--- src/rtl/gpio_wake_pkg.sv ---
package gpio_wake_pkg;

    localparam logic [7:0] OFF_DIR    = 8'h02;
    localparam logic [7:0] OFF_DOUT   = 8'h03;
    localparam logic [7:0] OFF_IMASK  = 8'h05;
    localparam logic [7:0] OFF_STATUS = 8'h07;
    localparam logic [7:0] OFF_WMASK  = 8'h29;
    localparam logic [7:0] OFF_POL    = 8'h2A;
    localparam logic [7:0] OFF_PSEL   = 8'h2B;

    function automatic logic off_mapped(input logic [7:0] a);
        return (a == OFF_DIR) || (a == OFF_DOUT) || (a == OFF_IMASK) ||
               (a == OFF_STATUS) || (a == OFF_WMASK) || (a == OFF_POL) ||
               (a == OFF_PSEL);
    endfunction

endpackage

--- src/rtl/gpio_insync.sv ---
module gpio_insync #(
    parameter int unsigned NUM_LINES   = 8,
    parameter int unsigned SYNC_STAGES = 2
) (
    input  logic                 clk,
    input  logic                 rst_n,
    input  logic [NUM_LINES-1:0] async_i,
    output logic [NUM_LINES-1:0] sync_o
);
    localparam int unsigned LAST = SYNC_STAGES - 1;

    logic [NUM_LINES-1:0] stage_d [SYNC_STAGES];
    logic [NUM_LINES-1:0] stage_q [SYNC_STAGES];

    generate
        for (genvar s = 0; s < SYNC_STAGES; s++) begin : g_stage
            if (s == 0) begin : g_first
                always_comb stage_d[s] = async_i;
            end else begin : g_next
                always_comb stage_d[s] = stage_q[s-1];
            end

            always_ff @(posedge clk or negedge rst_n) begin
                if (!rst_n) stage_q[s] <= '0;
                else        stage_q[s] <= stage_d[s];
            end
        end
    endgenerate

    assign sync_o = stage_q[LAST];

endmodule

--- src/rtl/gpio_regfile.sv ---
module gpio_regfile
    import gpio_wake_pkg::*;
#(
    parameter int unsigned NUM_LINES = 8
) (
    input  logic                 clk,
    input  logic                 rst_n,
    input  logic                 wr_i,
    input  logic [7:0]           addr_i,
    input  logic [NUM_LINES-1:0] wdata_i,
    input  logic [NUM_LINES-1:0] status_i,
    output logic [NUM_LINES-1:0] rdata_o,
    output logic [NUM_LINES-1:0] dir_o,
    output logic [NUM_LINES-1:0] dout_o,
    output logic [NUM_LINES-1:0] imask_o,
    output logic [NUM_LINES-1:0] wmask_o,
    output logic [NUM_LINES-1:0] pol_o,
    output logic                 psel_o
);
    typedef struct packed {
        logic [NUM_LINES-1:0] dir;
        logic [NUM_LINES-1:0] dout;
        logic [NUM_LINES-1:0] imask;
        logic [NUM_LINES-1:0] wmask;
        logic [NUM_LINES-1:0] pol;
        logic                 psel;
    } regs_t;

    regs_t regs_d, regs_q;

    always_comb begin
        regs_d = regs_q;
        if (wr_i) begin
            unique case (addr_i)
                OFF_DIR:   regs_d.dir   = wdata_i;
                OFF_DOUT:  regs_d.dout  = wdata_i;
                OFF_IMASK: regs_d.imask = wdata_i;
                OFF_WMASK: regs_d.wmask = wdata_i;
                OFF_POL:   regs_d.pol   = wdata_i;
                OFF_PSEL:  regs_d.psel  = wdata_i[0];
                default:   ;
            endcase
        end
    end

    always_ff @(posedge clk or negedge rst_n) begin
        if (!rst_n) regs_q <= '0;
        else        regs_q <= regs_d;
    end

    always_comb begin
        rdata_o = '0;
        unique case (addr_i)
            OFF_DIR:    rdata_o = regs_q.dir;
            OFF_DOUT:   rdata_o = regs_q.dout;
            OFF_IMASK:  rdata_o = regs_q.imask;
            OFF_STATUS: rdata_o = status_i;
            OFF_WMASK:  rdata_o = regs_q.wmask;
            OFF_POL:    rdata_o = regs_q.pol;
            OFF_PSEL:   rdata_o = {{(NUM_LINES-1){1'b0}}, regs_q.psel};
            default:    rdata_o = '0;
        endcase
    end

    assign dir_o   = regs_q.dir;
    assign dout_o  = regs_q.dout;
    assign imask_o = regs_q.imask;
    assign wmask_o = regs_q.wmask;
    assign pol_o   = regs_q.pol;
    assign psel_o  = regs_q.psel;

    AST_STATUS_WR_IGNORED: assert property (@(posedge clk) disable iff (!rst_n)
        (wr_i && addr_i == OFF_STATUS) |=> $stable(regs_q));

    AST_UNMAPPED_WR_IGNORED: assert property (@(posedge clk) disable iff (!rst_n)
        (wr_i && !off_mapped(addr_i)) |=> $stable(regs_q));

    AST_UNMAPPED_READS_ZERO: assert property (@(posedge clk) disable iff (!rst_n)
        (!off_mapped(addr_i)) |-> (rdata_o == '0));

endmodule

--- src/rtl/gpio_event.sv ---
module gpio_event #(
    parameter int unsigned NUM_LINES = 8
) (
    input  logic                 clk,
    input  logic                 rst_n,
    input  logic [NUM_LINES-1:0] level_i,
    input  logic [NUM_LINES-1:0] dir_i,
    input  logic [NUM_LINES-1:0] imask_i,
    input  logic [NUM_LINES-1:0] wmask_i,
    input  logic                 wake_en_i,
    output logic                 irq_n_o,
    output logic                 wake_oe_o
);
    typedef struct packed {
        logic irq_n;
        logic wake_oe;
    } evt_t;

    evt_t evt_d, evt_q;
    logic [NUM_LINES-1:0] in_active;

    always_comb begin
        in_active     = level_i & ~dir_i;
        evt_d.irq_n   = ~|(in_active & imask_i);
        evt_d.wake_oe = wake_en_i & (|(in_active & wmask_i));
    end

    always_ff @(posedge clk or negedge rst_n) begin
        if (!rst_n) evt_q <= '{irq_n: 1'b1, wake_oe: 1'b0};
        else        evt_q <= evt_d;
    end

    assign irq_n_o   = evt_q.irq_n;
    assign wake_oe_o = evt_q.wake_oe;

    AST_WAKE_GATED: assert property (@(posedge clk) disable iff (!rst_n)
        (!wake_en_i) |=> (!wake_oe_o));

    AST_OUTPUT_LINES_SILENT: assert property (@(posedge clk) disable iff (!rst_n)
        (&dir_i) |=> (irq_n_o && !wake_oe_o));

    AST_NO_IRQ_SOURCE: assert property (@(posedge clk) disable iff (!rst_n)
        (imask_i == '0) |=> irq_n_o);

endmodule

--- src/rtl/gpio_wake_ctrl.sv ---
module gpio_wake_ctrl
    import gpio_wake_pkg::*;
#(
    parameter int unsigned NUM_LINES   = 8,
    parameter int unsigned SYNC_STAGES = 2
) (
    input  logic                 clk,
    input  logic                 rst_n,
    input  logic                 reg_wr_i,
    input  logic [7:0]           reg_addr_i,
    input  logic [NUM_LINES-1:0] reg_wdata_i,
    output logic [NUM_LINES-1:0] reg_rdata_o,
    input  logic [NUM_LINES-1:0] pin_i,
    output logic [NUM_LINES-1:0] pin_o,
    output logic [NUM_LINES-1:0] pin_oe_o,
    input  logic [1:0]           pwr_state_i,
    input  logic                 wake_en_i,
    output logic                 irq_n_o,
    output logic                 wake_oe_o,
    output logic                 wake_o
);
    localparam int unsigned PS_HI = NUM_LINES - 1;
    localparam int unsigned PS_LO = NUM_LINES - 2;

    logic [NUM_LINES-1:0] pin_sync;
    logic [NUM_LINES-1:0] level_adj;
    logic [NUM_LINES-1:0] dir, dout, imask, wmask, pol;
    logic                 psel;

    gpio_insync #(.NUM_LINES(NUM_LINES), .SYNC_STAGES(SYNC_STAGES)) u_sync (
        .clk     (clk),
        .rst_n   (rst_n),
        .async_i (pin_i),
        .sync_o  (pin_sync)
    );

    assign level_adj = pin_sync ^ pol;

    gpio_regfile #(.NUM_LINES(NUM_LINES)) u_regs (
        .clk      (clk),
        .rst_n    (rst_n),
        .wr_i     (reg_wr_i),
        .addr_i   (reg_addr_i),
        .wdata_i  (reg_wdata_i),
        .status_i (level_adj),
        .rdata_o  (reg_rdata_o),
        .dir_o    (dir),
        .dout_o   (dout),
        .imask_o  (imask),
        .wmask_o  (wmask),
        .pol_o    (pol),
        .psel_o   (psel)
    );

    gpio_event #(.NUM_LINES(NUM_LINES)) u_evt (
        .clk       (clk),
        .rst_n     (rst_n),
        .level_i   (level_adj),
        .dir_i     (dir),
        .imask_i   (imask),
        .wmask_i   (wmask),
        .wake_en_i (wake_en_i),
        .irq_n_o   (irq_n_o),
        .wake_oe_o (wake_oe_o)
    );

    generate
        for (genvar i = 0; i < NUM_LINES; i++) begin : g_out
            if (i == PS_HI) begin : g_ps_hi
                assign pin_o[i] = psel ? pwr_state_i[1] : dout[i];
            end else if (i == PS_LO) begin : g_ps_lo
                assign pin_o[i] = psel ? pwr_state_i[0] : dout[i];
            end else begin : g_plain
                assign pin_o[i] = dout[i];
            end
        end
    endgenerate

    assign pin_oe_o = dir;
    assign wake_o   = 1'b0;

    AST_OE_FOLLOWS_WRITE: assert property (@(posedge clk) disable iff (!rst_n)
        (reg_wr_i && reg_addr_i == OFF_DIR) |=> (pin_oe_o == $past(reg_wdata_i)));

    AST_PS_ON_TOP_LINES: assert property (@(posedge clk) disable iff (!rst_n)
        (reg_wr_i && reg_addr_i == OFF_PSEL && reg_wdata_i[0])
        |=> (pin_o[PS_HI:PS_LO] == pwr_state_i));

    AST_WAKE_VALUE_LOW: assert property (@(posedge clk) disable iff (!rst_n)
        wake_oe_o |-> !wake_o);

endmodule

--- config.mk ---
export PLATFORM = sky130hd
export DESIGN_NAME = gpio_wake_ctrl
export DESIGN_NICKNAME = d
export VERILOG_FILES = /design/src/rtl/gpio_wake_pkg.sv /design/src/rtl/gpio_insync.sv /design/src/rtl/gpio_regfile.sv /design/src/rtl/gpio_event.sv /design/src/rtl/gpio_wake_ctrl.sv
export SDC_FILE = /design/constraint.sdc
export NUM_CORES = 1
export LEC_CHECK = 0
export CAP_MARGIN = 20
export CORE_MARGIN = 5
export CORE_UTILIZATION = 36
export DETAILED_ROUTE_END_ITERATION = 7
export PLACE_DENSITY_LB_ADDON = 0.1
export SYNTH_ARGS = -nofsm -noshare
export SYNTH_HDL_FRONTEND = slang
export SYNTH_SLANG_ARGS = --single-unit
--- constraint.sdc ---
create_clock -name clk -period 2.44 [get_ports clk]
set_input_delay 0.366 -clock clk [delete_from_list [all_inputs] [get_ports clk]]
set_output_delay 0.366 -clock clk [all_outputs]
set_load 0.03 [all_outputs]
[Yosys cells after proc, flatten, opt, wreduce, memory -nomap -nowiden]
Cells that the tools add are included.
Storage, ports and cells
  register bits after elaboration: 59
  logic and storage cells: 35
  input bits: 30
  output and inout port bits: 27
Operators by class
  equal/unequal tests: 7
  reductions and logical operators: 9
  muxes and demuxes: 3
  bitwise logic cells: 6
Operators by type and width (number)
  $pmux 8 s7: 1
  $and 8x8->8: 3
  $eq 8x6->1 const B: 3
  $eq 8x2->1 const B: 2
  $eq 8x3->1 const B: 2
  $reduce_or 8->1: 2
  $reduce_and 2->1: 6
  $not 8->8: 1
  $xor 8x8->8: 1
  $mux 1: 2
  $and 1x1->1: 1
  $logic_not 1->1: 1

[Depth between registers and ports, before layout]
Gate-level depths: netlist of run 1.
  depth in word-level cells: 5
  depth in mapped cells: 6
  gate-level depth less buffers: 4

[Cells and area by module]
A second synthesis of run 1 with hierarchy kept.
Second synthesis, totals
  cell total of the unflattened synthesis: 210
  area total of the unflattened synthesis: 2780.2 sq um
By module, submodules not included
  gpio_regfile: seq. area each 1026.0 sq um, cells an instance 161, instances 1, area an instance 2055.7 sq um
  gpio_insync: seq. area each 400.4 sq um, cells an instance 16, instances 1, area an instance 400.4 sq um
  gpio_event: seq. area each 51.3 sq um, cells an instance 21, instances 1, area an instance 220.2 sq um
  gpio_wake_ctrl: seq. area each 0.0 sq um, cells an instance 12, instances 1, area an instance 103.8 sq um

[Least setup slack after synthesis of run 1]
Ideal clock, no wire load.
  path kind: input -> output
  start: input port reg_addr_i[3]
  end: output port reg_rdata_o[0]
  required time: 2.074 ns
  arrival time: 1.680 ns
  path buffers: 1
  path slack: 0.394 ns
  stages: 4
  cell sequence: nor2_1 -> clkbuf_1 -> a22oi_1 -> o221ai_1
On the way
  cells in the longest elaborated chain, start to end: 2
  elaborated cells between the ends (all ways): 8
  classes of those cells: eq/ne (7); mux (1)
Ends and longest elaborated chain
  start: declaration: RTL line gpio_wake_ctrl.sv:10  | input logic [7:0] reg_addr_i,
  $eq 8x6->1 (tied with other cells): RTL line gpio_regfile.sv:53  | unique case (addr_i)
  $pmux 8 s7 (*): RTL line gpio_regfile.sv:53
  end: declaration: RTL line gpio_wake_ctrl.sv:12  | output logic [NUM_LINES-1:0] reg_rdata_o,
Mark *: on every way between the ends. The rest lies on a longest branch, timed or not.

[Worst setup path after layout of run 1]
  start: input port reg_addr_i[2]
  end: output port reg_rdata_o[3]
Same word-level chain as after synthesis.

==> results of run 1 <==
[area by class of cell]
class,instances,area share
Clock buffer,10,0.0337
Clock inverter,6,0.0238
Inverter,1,0.000991
Multi-Input combinational cell,144,0.310
Sequential cell,59,0.390
Tap cell,99,0.0327
Timing Repair Buffer,83,0.208
[worst paths after layout]
| kind | cells after the start | to | from | slack (ps) |
|---|---|---|---|---|
| max in group asynchronous | 3 | u_regs.pol_o[5]$_DFFE_PN0P_ | rst_n | 1230 |
| max reg2reg | 4 | u_evt.irq_n_o$_DFF_PN1_ | u_regs.pol_o[2]$_DFFE_PN0P_ | 1120 |
| min in group asynchronous | 2 | u_sync.sync_o[6]$_DFF_PN0_ | rst_n | 510 |
| min | 0 | u_sync.sync_o[1]$_DFF_PN0_ | u_sync.stage_d[1]$_DFF_PN0_ | 350 |
| min reg2reg | 0 | u_sync.sync_o[1]$_DFF_PN0_ | u_sync.stage_d[1]$_DFF_PN0_ | 350 |
| max | 7 | reg_rdata_o[3] | reg_addr_i[2] | 120 |
[cell families (layout without fill, tap and decap cells)]
kind of cell    count (synthesis)  after routing
simple gates                   50             50
flops                          59             59
compound gates                 41             41
buf+inv                        14            100
mux                            44             44
other cells                     1              1
xor+xnor                        8              8
[where the power goes]
group / internal (µW) / total (µW) / switching [µW]
sequential: 1030 / 1070 / 35.2
combinational: 142 / 295 / 153
clock: 577 / 982 / 405
total: 1750 / 2340 / 594
[cell usage after synthesis, types with 3 or more instances]
| master | n | share of area |
|---|---|---|
| a211o_1 | 7 | 0.022 |
| a211oi_1 | 7 | 0.019 |
| a22oi_1 | 14 | 0.039 |
| buf_4 | 8 | 0.022 |
| clkbuf_1 | 3 | 0.0041 |
| dfrtp_1 | 58 | 0.53 |
| mux2_1 | 9 | 0.037 |
| mux2_2 | 35 | 0.14 |
| nand2_1 | 5 | 0.0069 |
| nand4_1 | 9 | 0.021 |
| nor2_1 | 18 | 0.025 |
| o21ai_0 | 8 | 0.015 |
| xnor2_1 | 8 | 0.026 |
[placed cells by master, fill, tap and decap left out, types with 5 or more instances in the layout]
cell,netlist,routed
xnor2_1,8,8
mux2_1,9,9
a211oi_1,7,7
dfrtp_1,58,58
dlymetal6s2s_1,0,5
clkbuf_8,0,9
nand2_1,5,5
o21ai_0,8,8
nor2_1,18,17
a211o_1,7,7
clkdlybuf4s50_1,0,41
buf_4,8,32
nand4_1,9,9
a22oi_1,14,14
mux2_2,35,35
[worst max-delay path: cells and delay by family]
kind | cells | cell delay (ps)
compound gates | 2 | 410
simple gates | 2 | 390
buf+inv | 3 | 790
[timing repair]
action,CTS,global route
gates resized for setup,2,6
endpoints found under the hold margin,19,0
pin swaps,0,5
buffers inserted,0,1
hold buffers,1,0
setup endpoints to repair,2,7
[metal layers]
layer | wire length, µm | vias up | track usage | share of wire
li1 | - | 967 | - | -
met4 | 69 | 0 | 0.0464 | 0.0096
met3 | 330 | 6 | 0.0597 | 0.046
met5 | 0 | - | 0 | 0
met1 | 3320 | 1020 | 0.199 | 0.46
met2 | 3450 | 43 | 0.253 | 0.48
[state kept, by name (all words and copies together), names as in the netlist]
| name | flops |
|---|---|
| u_regs.pol_o | 8 |
| u_evt.irq_n_o | 1 |
| u_regs.dir_o | 8 |
| u_regs.imask_o | 8 |
| u_sync.sync_o | 8 |
| u_regs.dout_o | 8 |
| u_evt.wake_oe_o | 1 |
| u_sync.stage_d | 8 |
| u_regs.psel_o | 1 |
| u_regs.wmask_o | 8 |
[stage by stage]
| stage | TNS (ps) | setup slack, ps | instance area, µm² |
|---|---|---|---|
| after CTS | 0 | 1.70 | 3760 |
| final | 0 | 118 | 3790 |
| after global placement | -4.28 | -4.28 | 3530 |
| after global routing | 0 | 39.8 | 3790 |
| after floorplan | 0 | 394 | 2730 |
| after detailed placement | -44.7 | -26.3 | 3530 |
==> out/results.ini, run 1 <==
[run_status]
status=finished, final reports clean

[synth]
netlist_area_mm2=0.00273
synthMuxAreaShare=0.182
synth_cell_types=36
seq_area_frac_synth=0.542
synth-xor-area-share=0.0257
synth_top_family_by_area=multiplexers
syn_avg_cell_area_um2=12.6
async_flop_share=1.00
yosys_warnings=0
synthAdderAreaFrac=0
synth_edf_count=0
synth-main-ff-cell=dfrtp_1
synth_simple_gate_area_frac=0.109
ys_ff_latch=59
syn_inst=217
synth_fp_nets=247
synth_compound_area_frac=0.110

[worst_hold_path]
hold_path_class=reg2reg

[sta]
whs_ps=349
final.min_clock_period_ps=2320
grt_setup_unrepaired=false
slew_violations=0
finalCritPeriodShare=0.952
finalHoldViolations=0
setup_violations=0
fmax_mhz=431
finalClockSkew_ps=9.44

[worst_setup_path]
cpMaxStageDelayCell=clkdlybuf4s50_1
critical_path.cell_chain=clkdlybuf4s50_1 > buf_4 > and3b_2 > nand4_1 > o21ai_0 > a211o_1 > buf_12
start_kind=input port
crit_fanout=7
cpPeakStageDelay_ps=460
arrival_ps=1960
required_ps=2070
critPathKind=in2out
endpoint_kind=output pin

[die]
die-area_mm2=0.00942
die-height_um=97.0
core_mm2=0.00733
die_x_um=97.0
initial_core_util=0.372
ios=57
rows=31

[routing]
viasPerCell=5.06
drc=0
via_count=2036
drt-initial-drc-count=61
wire_per_inst_um=17.8
dr.pass1.iters=4
wl_um=7170
ant_nets=0

[global_route]
grt_pass1_wl_um=11500
overflow=0
grt_max_degree=24
grt_pass1_vias=2233
antenna_found_initial=0
grt.total_usage=0.158

[clocking]
cts_root_buffer=clkbuf_8
cts_tree=done
clock_path_buffers=2
htreeDepth=3
clock_latency_ps=340
cts.sinks=59
cts_inserted_buffers=9
clkTransAtPathRegs_ps=70

[place]
hpwl_um=5290
gp_congestion=0.909
io_buffers=55
dp.cells=384

[finish]
diodes=0
area_growth_pct=38.8
regArea_mm2=0.00148
fillers=669
layout-drive-gt1-share=0.323
nNetsFinal=328
multiInputGateArea_mm2=0.00117
final_cells=402
fin_util=0.516

[power]
ir_worst_vdd_mv=0.273
leakage_uw=0.00176
total_power_uw=2340
cellPowerDensity_mw_per_mm2=619

[flow_run]
cap_violations=0

Power figures use the tool's default switching activity.
==> run 2: changes to the inputs <==
--- a/config.mk
+++ b/config.mk
@@ -12,4 +12,5 @@
 export PLACE_DENSITY_LB_ADDON = 0.1
 export SYNTH_ARGS = -nofsm -noshare
 export SYNTH_HDL_FRONTEND = slang
+export SYNTH_HIERARCHICAL = 1
 export SYNTH_SLANG_ARGS = --single-unit
==> constraint.sdc (replaced) <==
create_clock -name clk -period 1.9 [get_ports clk]
set_input_delay 0.285 -clock clk [delete_from_list [all_inputs] [get_ports clk]]
set_output_delay 0.285 -clock clk [all_outputs]
set_load 0.03 [all_outputs]
==> out/results.ini, run 2 <==
[finish]
nNetsFinal=346  ; +5.5%
area_growth_pct=46.5
regArea_mm2=0.00148  ; unchanged
final_common_cell=dfrtp_1
diodes=0  ; unchanged
fillers=675  ; +0.90%
layout-drive-gt1-share=0.475  ; +0.152
final_cell_mix=dfrtp_1 (58), mux2_2 (45), buf_4 (44)
multiInputGateArea_mm2=0.00136  ; +15%

[routing]
viasPerCell=5.01  ; -1.0%
wire_per_inst_um=18.1  ; +1.6%
via_count=2116  ; +3.9%
ant_nets=0  ; unchanged
dr.pass1.iters=4  ; unchanged
drc=0  ; unchanged
drt-initial-drc-count=117  ; +92%
wl_um=7640  ; +6.6%

[synth]
ys_ff_latch=59  ; unchanged
netlist_area_mm2=0.00278  ; +1.9%
synth-main-ff-cell=dfrtp_1
yosys_warnings=6  ; +6
synth_edf_count=0  ; unchanged
yosys-top-cells-count=dfrtp_1 (58), mux2_2 (47), nor2b_1 (11)
synth_fp_nets=240  ; -2.8%
synth_most_common_cell=dfrtp_1
seq_area_frac_synth=0.532  ; -0.0102
synth_cell_types=41  ; +14%
yosysTopAreaCell=dfrtp_1
async_flop_share=1.00  ; unchanged
synth.area.top_cells=dfrtp_1 (52%), mux2_2 (19%), xor2_1 (2.5%)
syn_inst=210  ; -3.2%
synth_top_area_frac=0.522  ; -0.0101
syn_avg_cell_area_um2=13.2  ; +5.3%

[clocking]
cts_inserted_buffers=9  ; unchanged
cts_root_buffer=clkbuf_8
clkTransAtPathRegs_ps=60  ; about the same
clock_latency_ps=330  ; about the same
cts.sinks=59  ; unchanged
htreeDepth=3  ; unchanged
cts_tree=done
clock_path_buffers=2  ; unchanged

[sta]
whs_ps=348  ; -0.926 ps
grt_setup_unrepaired=true
finalClockSkew_ps=5.58  ; -3.85 ps
final.setup.worst_slack_ps=-115  ; -233 ps
final.min_clock_period_ps=2010
finalCritPeriodShare=1.06
finalHoldViolations=0  ; unchanged
setup_violations=7  ; +7
slew_violations=0  ; unchanged
fmax_mhz=496

[worst_hold_path]
hold_path_class=reg2reg

[die]
die-height_um=97.9  ; +0.86%
rows=32  ; +3.2%
core_mm2=0.00761  ; +3.8%
initial_core_util=0.365  ; -0.00662
die-area_mm2=0.00958  ; +1.7%
ios=57  ; unchanged
die_x_um=97.9  ; +0.86%

[power]
p_switching_uw=740  ; +25%
total_power_uw=2870  ; +22%
p_comb_frac=0.157  ; +0.031
cellPowerDensity_mw_per_mm2=704  ; +14%
leakage_uw=0.00186  ; +5.2%
intPower_uw=2130  ; +22%
p_seq_frac=0.479  ; +0.024
netSwitchingFraction=0.258  ; +0.00480
power_frac_clock=0.364  ; -0.055
ir_worst_vdd_mv=0.421  ; +54%

[worst_setup_path]
endpoint_kind=output pin
required_ps=1620  ; -450 ps
arrival_ps=1730  ; -230 ps
critical_path.cell_chain=xor2_1 > a32oi_2 > a31oi_4 > a221o_1 > buf_12
cpMaxStageDelayCell=dfrtp_1
crit_fanout=3  ; -4
critPathKind=reg2out
start_kind=flop
cpPeakStageDelay_ps=400  ; -60 ps

[run_status]
status=finished with violations
violations=negative setup slack

[place]
io_buffers=55  ; unchanged
post-place-ws_ps=-441  ; -414 ps
hpwl_um=5630  ; +6.4%
gp_congestion=0.833  ; -8.4%

[global_route]
grt_max_degree=38  ; +58%
overflow=0  ; unchanged
grt_pass1_wl_um=12100  ; +5.2%
grt.total_usage=0.164  ; +0.00567
antenna_found_initial=0  ; unchanged
grt_pass1_vias=2228  ; -0.22%

[flow_run]
cap_violations=0  ; unchanged

==> run 2: changes by cell type in the layout (fill, tap and decap cells not counted), sizes merged, moves of 8 or more <==
cell / change
buf: +22
nor2: -12
o21ai: -8
nor2b: +15
xnor2: -8
xor2: +8
==> run 2: final cells by class <==
| class | count | area share |
|---|---|---|
| sequential | 59 | 0.363 |
| multi-input combinational | 142 | 0.333 |
| timing repair buffer | 102 | 0.227 |
| clock buffer | 13 | 0.0415 |
| tap | 102 | 0.0313 |
| clock inverter | 2 | 0.00246 |
| inverter | 2 | 0.00184 |
==> run 2: power by group through the flow <==
| stage | Clock (µW) | Sequential (µW) | Combinational [µW] |
|---|---|---|---|
| 6_report | 1040 | 1370 | 449 |
| 5_1_grt | 1150 | 1380 | 481 |
| 2_1_floorplan | 0 | 1430 | 161 |
| 3_3_place_gp | 0 | 1400 | 420 |
| 4_1_cts | 1070 | 1370 | 437 |
| 3_5_place_dp | 0 | 1400 | 422 |
==> run 2: cells by family (layout without fill, tap and decap cells) <==
kind of cell | Yosys count | in the layout | synth area share
xor+xnor | 8 | 8 | 0.0252
simple gates | 50 | 50 | 0.126
mux | 49 | 49 | 0.198
compound gates | 34 | 34 | 0.0986
buf+inv | 9 | 119 | 0.0194
flops | 59 | 59 | 0.532
other cells | 1 | 1 | 0.00135
==> run 2: routing by layer <==
layer  GRT usage  part of all wire  up-vias
met1       0.224              0.46     1052
met5           0                 0        -
met2       0.252              0.47       61
met3      0.0493             0.061        7
li1            -                 -      996
met4      0.0447             0.011        0
==> run 2: path summary, 6_finish.rpt <==
check	startpoint	end	slack (ps)	cells after the start
worst max-delay path	u_regs/pol_o[6]$_DFFE_PN0P_	reg_rdata_o[6]	-110	5
worst min-delay path	u_sync/stage_d[6]$_DFF_PN0_	u_sync/sync_o[6]$_DFF_PN0_	350	0
worst max register to register	u_regs/pol_o[4]$_DFFE_PN0P_	u_evt/irq_n_o$_DFF_PN1_	530	5
worst min register to register	u_sync/stage_d[6]$_DFF_PN0_	u_sync/sync_o[6]$_DFF_PN0_	350	0
max in group asynchronous	rst_n	u_evt/irq_n_o$_DFF_PN1_	970	3
min in group asynchronous	rst_n	u_regs/dout_o[0]$_DFFE_PN0P_	370	2
==> run 2: timing repair <==
item,in CTS,in global routing
endpoints found under the setup margin,12,8
hold buffers,1,0
pin swaps,9,9
buffers inserted,4,5
gates resized for setup,40,11
hold endpoints to repair,10,0
==> run 2: through the flow <==
stage               setup TNS [ps]  utilization  area, µm²  instances
floorplan                   -0.444            -       2790        210
global placement            -13090        0.488       3720        398
detailed placement          -12720        0.488       3720        398
CTS                           -826        0.525       4000        418
global route                 -1060        0.536       4070        422
finish                        -543        0.536       4070        422
==> run 2: worst max-delay path, delay by kind of cell (launching register included) <==
family,cells,cell delay [ps]
flip-flops,1,400
AO/OA/AOI/OAI,3,670
XOR/XNOR,1,190
buffers and inverters,1,150
==> run 3: changes to the inputs <==
--- a/config.mk
+++ b/config.mk
@@ -8,6 +8,7 @@
 export CAP_MARGIN = 20
 export CORE_MARGIN = 5
 export CORE_UTILIZATION = 36
+export CTS_CLUSTER_DIAMETER = 200
 export DETAILED_ROUTE_END_ITERATION = 7
 export PLACE_DENSITY_LB_ADDON = 0.1
 export SYNTH_ARGS = -nofsm -noshare
==> results of run 3 <==
The final DEF is identical to that of run 2; final timing and power are the same.
